**src/rtl/ahbm_pkg.sv**
```systemverilog
`timescale 1ns/1ps
package ahbm_pkg;
   localparam logic [1:0] TR_IDLE   = 2'd0;
   localparam logic [1:0] TR_BUSY   = 2'd1;
   localparam logic [1:0] TR_NONSEQ = 2'd2;
   localparam logic [1:0] TR_SEQ    = 2'd3;

   localparam logic [2:0] BU_WRAP4  = 3'd2;
   localparam logic [2:0] BU_WRAP8  = 3'd4;
   localparam logic [2:0] BU_WRAP16 = 3'd6;

   localparam int unsigned DATA_W = 32;
   localparam int unsigned LANES  = DATA_W / 8;

   // Byte-lane enables of one access, little-endian
   function automatic logic [LANES-1:0] lane_mask(input logic [1:0] off, input logic [2:0] size);
      case (size)
         3'd0:    lane_mask = 4'b0001 << off;
         3'd1:    lane_mask = off[1] ? 4'b1100 : 4'b0011;
         default: lane_mask = 4'b1111;
      endcase
   endfunction
endpackage

```
**src/rtl/ahbm_beat_addr.sv**
```systemverilog
`timescale 1ns/1ps
module ahbm_beat_addr
   import ahbm_pkg::*;
#(
   parameter int unsigned AW = 32
) (
   input  logic [AW-1:0] cur,
   input  logic [2:0]    size,
   input  logic [2:0]    burst,
   output logic [AW-1:0] nxt
);
   logic [AW-1:0] step, span, mask, sum;
   logic [2:0]    beats_lb;
   logic          wrap;

   always_comb begin
      step = AW'(1) << size;
      sum  = cur + step;
      wrap = 1'b1;
      case (burst)
         BU_WRAP4:  beats_lb = 3'd2;
         BU_WRAP8:  beats_lb = 3'd3;
         BU_WRAP16: beats_lb = 3'd4;
         default: begin
            beats_lb = 3'd0;
            wrap     = 1'b0;
         end
      endcase
      span = step << beats_lb;
      mask = span - AW'(1);
      nxt  = wrap ? ((cur & ~mask) | (sum & mask)) : sum;
   end
endmodule

```
**src/rtl/ahbm_bank_decode.sv**
```systemverilog
`timescale 1ns/1ps
module ahbm_bank_decode #(
   parameter int unsigned AW     = 32,
   parameter int unsigned NBANK  = 6,
   parameter int unsigned WAIT_W = 4,
   parameter int unsigned BW     = 3,
   parameter logic [NBANK-1:0][AW-1:0]     BANK_LO = '0,
   parameter logic [NBANK-1:0][AW-1:0]     BANK_HI = '0,
   parameter logic [NBANK-1:0][WAIT_W-1:0] BANK_NW = '0,
   parameter logic [NBANK-1:0][WAIT_W-1:0] BANK_MW = '0
) (
   input  logic [AW-1:0] addr,
   output logic          hit,
   output logic [BW-1:0] idx
);
   logic [NBANK-1:0] used;

   for (genvar b = 0; b < NBANK; b++) begin : g_used
      assign used[b] = (BANK_LO[b] != '0) || (BANK_HI[b] != '0) ||
                       (BANK_NW[b] != '0) || (BANK_MW[b] != '0);
   end

   // lowest index wins (banks are checked not to overlap anyway)
   always_comb begin
      hit = 1'b0;
      idx = '0;
      for (int b = NBANK - 1; b >= 0; b--) begin
         if (used[b] && addr >= BANK_LO[b] && addr <= BANK_HI[b]) begin
            hit = 1'b1;
            idx = BW'(b);
         end
      end
   end
endmodule

```
**src/rtl/ahbm_bank_store.sv**
```systemverilog
`timescale 1ns/1ps
module ahbm_bank_store
   import ahbm_pkg::*;
#(
   parameter int unsigned DEPTH = 16,
   parameter int unsigned IW    = 4
) (
   input  logic              clk,
   input  logic              we,
   input  logic [LANES-1:0]  be,
   input  logic [IW-1:0]     widx,
   input  logic [DATA_W-1:0] wdata,
   input  logic [IW-1:0]     ridx,
   output logic [DATA_W-1:0] rdata
);
   logic [DATA_W-1:0] mem [DEPTH];

   always_ff @(posedge clk) begin
      if (we) begin
         for (int k = 0; k < LANES; k++) begin
            if (be[k]) mem[widx][8*k +: 8] <= wdata[8*k +: 8];
         end
      end
   end

   assign rdata = mem[ridx];
endmodule

```
**src/rtl/ahbm_multibank_mem.sv**
```systemverilog
`timescale 1ns/1ps
module ahbm_multibank_mem
   import ahbm_pkg::*;
#(
   parameter int unsigned AW     = 32,
   parameter int unsigned NBANK  = 6,
   parameter int unsigned DEPTH  = 16,
   parameter int unsigned WAIT_W = 4,
   parameter logic [NBANK-1:0][AW-1:0] BANK_LO =
      {32'h0000_1000, 32'h0000_0300, 32'h0000_0200, 32'h0000_0100, 32'h0000_0000, 32'h0000_0000},
   parameter logic [NBANK-1:0][AW-1:0] BANK_HI =
      {32'h0000_103F, 32'h0000_033F, 32'h0000_023F, 32'h0000_013F, 32'h0000_003F, 32'h0000_0000},
   parameter logic [NBANK-1:0][WAIT_W-1:0] BANK_NW = {4'd0, 4'd0, 4'd3, 4'd2, 4'd1, 4'd0},
   parameter logic [NBANK-1:0][WAIT_W-1:0] BANK_MW = {4'd0, 4'd2, 4'd0, 4'd1, 4'd0, 4'd0}
) (
   input  logic              clk,
   input  logic              rst_n,
   input  logic              hsel,
   input  logic [AW-1:0]     haddr,
   input  logic [1:0]        htrans,
   input  logic              hwrite,
   input  logic [2:0]        hsize,
   input  logic [2:0]        hburst,
   input  logic [DATA_W-1:0] hwdata,
   input  logic              hready,
   output logic              hreadyout,
   output logic              hresp,
   output logic [DATA_W-1:0] hrdata
);
   localparam int unsigned IW = $clog2(DEPTH);
   localparam int unsigned BW = (NBANK > 1) ? $clog2(NBANK) : 1;

   // ---------------- elaboration checks ----------------
   if (NBANK < 1 || NBANK > 6) begin : g_bad_nbank
      $error("NBANK must be 1..6");
   end
   if (DEPTH < 2 || DEPTH > 65536 || (DEPTH & (DEPTH - 1)) != 0) begin : g_bad_depth
      $error("DEPTH must be a power of two in 2..65536");
   end
   if (WAIT_W < 1 || AW < IW + 3) begin : g_bad_width
      $error("WAIT_W or AW too small");
   end
   for (genvar b = 0; b < NBANK; b++) begin : g_cfg
      localparam bit USED_B = (BANK_LO[b] != '0) || (BANK_HI[b] != '0) ||
                              (BANK_NW[b] != '0) || (BANK_MW[b] != '0);
      if (BANK_LO[b][1:0] != 2'b00) begin : g_align
         $error("bank start must be word aligned");
      end
      if (USED_B && (BANK_HI[b] < BANK_LO[b] ||
                     (BANK_HI[b] - BANK_LO[b]) >= AW'(4 * DEPTH))) begin : g_span
         $error("bank range empty or larger than DEPTH words");
      end
      for (genvar j = b + 1; j < NBANK; j++) begin : g_pair
         localparam bit USED_J = (BANK_LO[j] != '0) || (BANK_HI[j] != '0) ||
                                 (BANK_NW[j] != '0) || (BANK_MW[j] != '0);
         if (USED_B && USED_J && BANK_LO[b] <= BANK_HI[j] && BANK_LO[j] <= BANK_HI[b]) begin : g_ovl
            $error("banks overlap");
         end
      end
   end

   // ---------------- burst context (latched on NONSEQ) ----------------
   logic [AW-1:0] bst_addr;
   logic [2:0]    bst_size, bst_burst;
   logic          bst_write, bst_hit;
   logic [BW-1:0] bst_bank;

   // ---------------- data-phase state ----------------
   logic              dp_valid, dp_write, dp_hit;
   logic [2:0]        dp_size;
   logic [1:0]        dp_off;
   logic [BW-1:0]     dp_bank;
   logic [IW-1:0]     dp_widx;
   logic [WAIT_W-1:0] wcnt;

   logic          accept, nonseq, dec_hit, beat_hit, waiting;
   logic [BW-1:0] dec_idx, beat_bank;
   logic [AW-1:0] seq_addr, beat_addr;
   logic [WAIT_W-1:0] beat_wait;

   ahbm_bank_decode #(
      .AW(AW), .NBANK(NBANK), .WAIT_W(WAIT_W), .BW(BW),
      .BANK_LO(BANK_LO), .BANK_HI(BANK_HI), .BANK_NW(BANK_NW), .BANK_MW(BANK_MW)
   ) dec_i (
      .addr (haddr),
      .hit  (dec_hit),
      .idx  (dec_idx)
   );

   ahbm_beat_addr #(.AW(AW)) step_i (
      .cur   (bst_addr),
      .size  (bst_size),
      .burst (bst_burst),
      .nxt   (seq_addr)
   );

   assign accept    = hsel && hready && htrans[1];
   assign nonseq    = (htrans == TR_NONSEQ);
   assign beat_addr = nonseq ? haddr : seq_addr;
   assign beat_bank = nonseq ? dec_idx : bst_bank;
   assign beat_hit  = nonseq ? dec_hit : bst_hit;
   assign beat_wait = !beat_hit ? '0 : (nonseq ? BANK_NW[beat_bank] : BANK_MW[beat_bank]);
   assign waiting   = dp_valid && (wcnt != '0);

   always_ff @(posedge clk or negedge rst_n) begin
      if (!rst_n) begin
         bst_addr  <= '0;
         bst_size  <= '0;
         bst_burst <= '0;
         bst_write <= 1'b0;
         bst_hit   <= 1'b0;
         bst_bank  <= '0;
         dp_valid  <= 1'b0;
         dp_write  <= 1'b0;
         dp_hit    <= 1'b0;
         dp_size   <= '0;
         dp_off    <= '0;
         dp_bank   <= '0;
         dp_widx   <= '0;
         wcnt      <= '0;
      end else if (waiting) begin
         wcnt <= wcnt - 1'b1;
      end else if (hready) begin
         dp_valid <= accept;
         if (accept) begin
            dp_write <= nonseq ? hwrite : bst_write;
            dp_size  <= nonseq ? hsize : bst_size;
            dp_hit   <= beat_hit;
            dp_bank  <= beat_bank;
            dp_off   <= beat_addr[1:0];
            dp_widx  <= IW'((beat_addr - BANK_LO[beat_bank]) >> 2);
            wcnt     <= beat_wait;
            bst_addr <= beat_addr;
            if (nonseq) begin
               bst_size  <= hsize;
               bst_burst <= hburst;
               bst_write <= hwrite;
               bst_bank  <= dec_idx;
               bst_hit   <= dec_hit;
            end
         end
      end
   end

   // ---------------- storage ----------------
   logic              wr_go;
   logic [LANES-1:0]  wr_be;
   logic [DATA_W-1:0] bank_rd [NBANK];

   assign wr_go = dp_valid && dp_write && dp_hit && (wcnt == '0);
   assign wr_be = lane_mask(dp_off, dp_size);

   for (genvar b = 0; b < NBANK; b++) begin : g_bank
      ahbm_bank_store #(.DEPTH(DEPTH), .IW(IW)) store_i (
         .clk   (clk),
         .we    (wr_go && (dp_bank == BW'(b))),
         .be    (wr_be),
         .widx  (dp_widx),
         .wdata (hwdata),
         .ridx  (dp_widx),
         .rdata (bank_rd[b])
      );
   end

   assign hreadyout = !waiting;
   assign hresp     = 1'b0;
   assign hrdata    = (dp_valid && !dp_write && dp_hit) ? bank_rd[dp_bank] : '0;
endmodule

```
**config.mk**
```make
export PLATFORM = sky130hd
export DESIGN_NAME = ahbm_multibank_mem
export DESIGN_NICKNAME = d
export VERILOG_FILES = /design/src/rtl/ahbm_pkg.sv /design/src/rtl/ahbm_beat_addr.sv /design/src/rtl/ahbm_bank_decode.sv /design/src/rtl/ahbm_bank_store.sv /design/src/rtl/ahbm_multibank_mem.sv
export SDC_FILE = /design/constraint.sdc
export NUM_CORES = 2
export LEC_CHECK = 0
export BUFFER_PORTS_ARGS = -buffer_cell sky130_fd_sc_hd__buf_4
export CORE_MARGIN = 2
export CORE_UTILIZATION = 50
export DETAILED_ROUTE_END_ITERATION = 12
export PLACE_DENSITY = 0.67
export SYNTH_ARGS = -nofsm -noshare
export SYNTH_HDL_FRONTEND = slang
export SYNTH_SLANG_ARGS = --single-unit
```
**constraint.sdc**
```tcl
create_clock -name clk -period 7.3 [get_ports clk]
set_input_delay 2.19 -clock clk [delete_from_list [all_inputs] [get_ports clk]]
set_output_delay 2.19 -clock clk [all_outputs]
set_load 0.005 [all_outputs]
```
==> results by group <==
Setup path
  • Crit-path slowest cell: nor2_4
  • Critical Path Source Type: flip-flop
  • Largest incremental delay on the critical path: 910 ps
  • Worst path cell trace: buf_12 > nor2_4 > buf_4 > buf_4 > a22oi_1 > nand3_1 > nand4_1 > a22oi_1 > o22ai_1 > buf_4
  • Worst Path Arrival: 5220 ps
  • Start-to-end type of the worst setup path: flip-flop to primary output
  • Cell repeated most along the worst path: buf_4
  • Flop2flop setup slack: 2500 ps
  • Required time worst endpoint: 5110 ps
  • Crit end category: primary output
  • Maximum net fanout on the critical path: 22

Timing
  • RSZ-0062 raised after global routing: false
  • TNS Setup: -227.9 ps
  • Final hold violation count: 0
  • Count of final max-slew check failures: 0
  • Peak clock frequency supported by timing: 134.9 MHz
  • Final setup violation count: 3
  • Fin crit period: 7411 ps
  • Post-route clock skew: 71.58 ps
  • Setup ws final: -110.5 ps
  • Slew margin rel.: 0.1058
  • Final cycle utilization of the critical path: 1.015
  • Pin slew with the least headroom to its limit: 1335 ps

Synth
  • Post-synth EDFFs: 3072
  • Top cells by area in the synthesized netlist: edfxtp_1 77%, mux4_2 13%, mux2i_1 3.3%
  • Syn_area_per_cell: 20.92 um^2
  • Share of the yosys chip area belonging to registers: 0.7712
  • Most used flip-flop cell after synthesis: edfxtp_1
  • Area share of the leading cell type in the synthesized netlist: 0.7666
  • Number of warnings issued by yosys: 0
  • Mapped Nets: 5837
  • Cell count after synthesis: 5751
  • Cell accounting for the most synthesized area: edfxtp_1
  • Syn Std Cell Area: 0.1203 mm^2
  • Number of distinct standard cells referenced by the synthesized netlist: 58
  • Number of synthesized register bits: 3094
  • Asr flop ratio synth: 0.007111

Hold path
  • Class of the tightest hold or removal check: flip-flop to flip-flop

Clocking
  • Maximum number of buffers from clock root to sink: 4
  • Cell at the root of the clock tree: clkbuf_16
  • TritonCTS clock tree: built
  • Worst-Skew Late Latency: 950 ps
  • Number of H-tree levels: 5
  • Clock net sink count: 3094
  • TritonCTS buffer count: 319
  • Clock slew seen by the registers of the worst setup and hold paths: 70 ps

Status
  • Status: finished, violations left
  • Violations in the final reports: setup timing

Routing
  • Detailed-route vias per instance: 6.450
  • Count of routing violations after the opening detailed-route iteration: 8857
  • Detailed Route WL: 319600 um
  • Number of remaining DRC errors: 0
  • Routed length per instance: 33.88 um
  • Number of vias in the routed layout: 60850
  • Antenna violation net count after detailed routing: 0
  • Pre-Repair DR Iteration Count: 8

Floorplan
  • Height of the die: 494.6 um
  • Area of the core region: 0.2399 mm^2
  • Initial Util: 0.5017
  • Count of standard-cell rows: 180
  • Floorplan die area: 0.2446 mm^2
  • Ports placed on the boundary: 111
  • X dimension of the die: 494.6 um

Run
  • Max cap viols: 0

Power
  • Switching power summed over all nets: 13.32 mW
  • Internal power: 33.26 mW
  • Max VDD drop: 0.3221 mV
  • Clock Power Share: 0.336
  • Part of the total power dissipated in combinational logic: 0.240
  • Pwr/cell area: 344.6 mW/mm^2
  • Fraction of power spent switching nets: 0.2860
  • Leakage dissipation: 43.29 nW
  • Power Total: 46.58 mW
  • Relative contribution of sequential cells to total power: 0.424

Global routing
  • GRT Residual Overflow: 0
  • Overall fraction of global-route tracks in use: 0.2598
  • First-pass GRT wire length: 449500 um
  • Largest net degree at the start of global routing: 97
  • Number of global-route vias before repair: 59520
  • Number of antenna violations at the first check in global routing: 23

Placement
  • Half-perimeter wire length after placement: 191800 um
  • Number of buffers added on ports: 109
  • Final Wtd Congestion: 0.8613

Final layout
  • Layout cells sized above 1: 0.2284
  • Fin nets: 6093
  • Area growth from synthesis to layout: 12.33%
-- cells in the final DEF, fill, tap and decap left out, types with 18 or more instances in the layout --
| cell | Yosys | routed |
|---|---|---|
| edfxtp_1 | 3072 | 3072 |
| mux4_2 | 671 | 671 |
| nor2_1 | 423 | 416 |
| mux2i_1 | 398 | 398 |
| clkbuf_16 | 0 | 326 |
| buf_4 | 46 | 257 |
| a22oi_1 | 251 | 251 |
| nand2_1 | 97 | 88 |
| a21oi_1 | 85 | 85 |
| nand3_1 | 84 | 78 |
| clkinv_1 | 0 | 64 |
| clkbuf_1 | 151 | 61 |
| o22ai_1 | 60 | 60 |
| clkinv_2 | 0 | 49 |
| buf_12 | 0 | 29 |
| bufinv_16 | 0 | 26 |
| nand4_1 | 23 | 23 |
| nor4_1 | 22 | 21 |
| nor3_1 | 22 | 21 |
| dfrtp_1 | 22 | 18 |
-- worst max-delay path, delay by kind of cell (launching register included) --
kind / cells / cell delay, ps
simple gates: 3 / 1280
flops: 1 / 710
buf+inv: 4 / 1300
compound gates: 3 / 950
-- cell usage after synthesis, types with 3 or more instances --
cell type and n:
a211oi_1 11, a21o_1 4, a21oi_1 85, a221oi_1 9
a22o_1 5, a22oi_1 251, a31oi_1 7, a32oi_1 4
and2_1 7, and3_1 3, buf_1 27, buf_2 110
buf_4 46, buf_6 17, clkbuf_1 151, dfrtp_1 22
edfxtp_1 3072, ha_1 8, inv_1 9, mux2i_1 398
mux4_2 671, nand2_1 97, nand2b_1 11, nand3_1 84
nand3b_1 6, nand4_1 23, nor2_1 423, nor2b_1 21
nor3_1 22, nor3b_1 8, nor4_1 22, o21ai_0 17
o221ai_1 4, o22ai_1 60, o31ai_1 6, or3_1 3
xor2_1 3
-- flip-flops by register name, indices dropped and copies added, names as in the netlist, named ones only --
| name | flops |
|---|---|
| bst_burst | 3 |
| dp_hit | 1 |
| wcnt | 4 |
| bst_addr | 1 |
| g_bank.store_i.mem | 3072 |
| dp_valid | 1 |
| dp_bank | 3 |
| dp_size | 3 |
| dp_write | 1 |
-- power groups by stage --
stage | combinational [mW] | clock [mW] | sequential (mW)
finish | 11.2 | 15.6 | 19.7
global placement | 11.0 | 0 | 20.2
CTS | 11.1 | 15.8 | 19.7
floorplan | 7.19 | 0 | 19.9
global route | 11.6 | 16.4 | 19.7
detailed placement | 11.0 | 0 | 20.2
-- metrics by stage --
step | hold slack (ps) | util | setup slack, ps | cell area [um^2] | std cells
floorplan | 459.2 | - | 2915 | 120300 | 5751
global placement | 498.2 | 0.5221 | 778.5 | 125200 | 8868
detailed placement | 487.1 | 0.5221 | 729.0 | 125200 | 8868
CTS | 512.9 | 0.5633 | 14.75 | 135100 | 9418
global route | 552.7 | 0.5634 | 18.34 | 135100 | 9421
finish | 522.6 | 0.5635 | -110.5 | 135200 | 9433
-- worst paths after layout --
kind                             from                       endpoint  depth (start not counted)
max                         flip-flop                     hrdata[17]                         10
min                          dp_write                       dp_write                          2
max reg2reg                dp_bank[0]  g_bank[1].store_i.mem[15][24]                          7
min reg2reg                  dp_write                       dp_write                          2
max in group asynchronous       rst_n     asynchronous set/reset pin                          1
min in group asynchronous       rst_n     asynchronous set/reset pin                          1
-- final cells by class --
cell class	instances	area, um^2
Fill cell	17420	104700
Sequential cell	3094	92810
Multi-Input combinational cell	2297	25950
Clock buffer	387	8387
Tap cell	3185	3985
Timing Repair Buffer	286	2510
Clock inverter	161	1453
Antenna cell	14	35.03
Inverter	9	33.78
-- cell families (layout without fill, tap and decap cells) --
family                     count (synthesis)  after routing  synth area share
muxes                                   1070           1070            0.1588
and+or+nand+nor                          737            737           0.02663
DFF                                     3094           3094            0.7712
xor gates and xnor gates                   3              3         0.0002184
other                                      1             15        0.00003116
AOI/OAI and AO/OA                        477            477           0.02732
buffers and inverters                    360            843           0.01487
adders and majority gates                  9              9         0.0009982
-- metal layers --
layer	global-route usage	wire, um	vias to the layer above
li1	-	-	24480
met4	0.09672	12660	12
met5	0	303	-
met2	0.3934	148300	3688
met3	0.05809	35000	620
met1	0.3731	123400	32050
-- timing repair --
item                       in CTS  in global routing
hold buffers                    0                  0
gates resized for setup         1                  0
setup endpoints to repair      11                  1
pin swaps                       0                  1
buffers inserted                2                  1
cloned                          0                  0
Power figures use the tool's default switching activity.
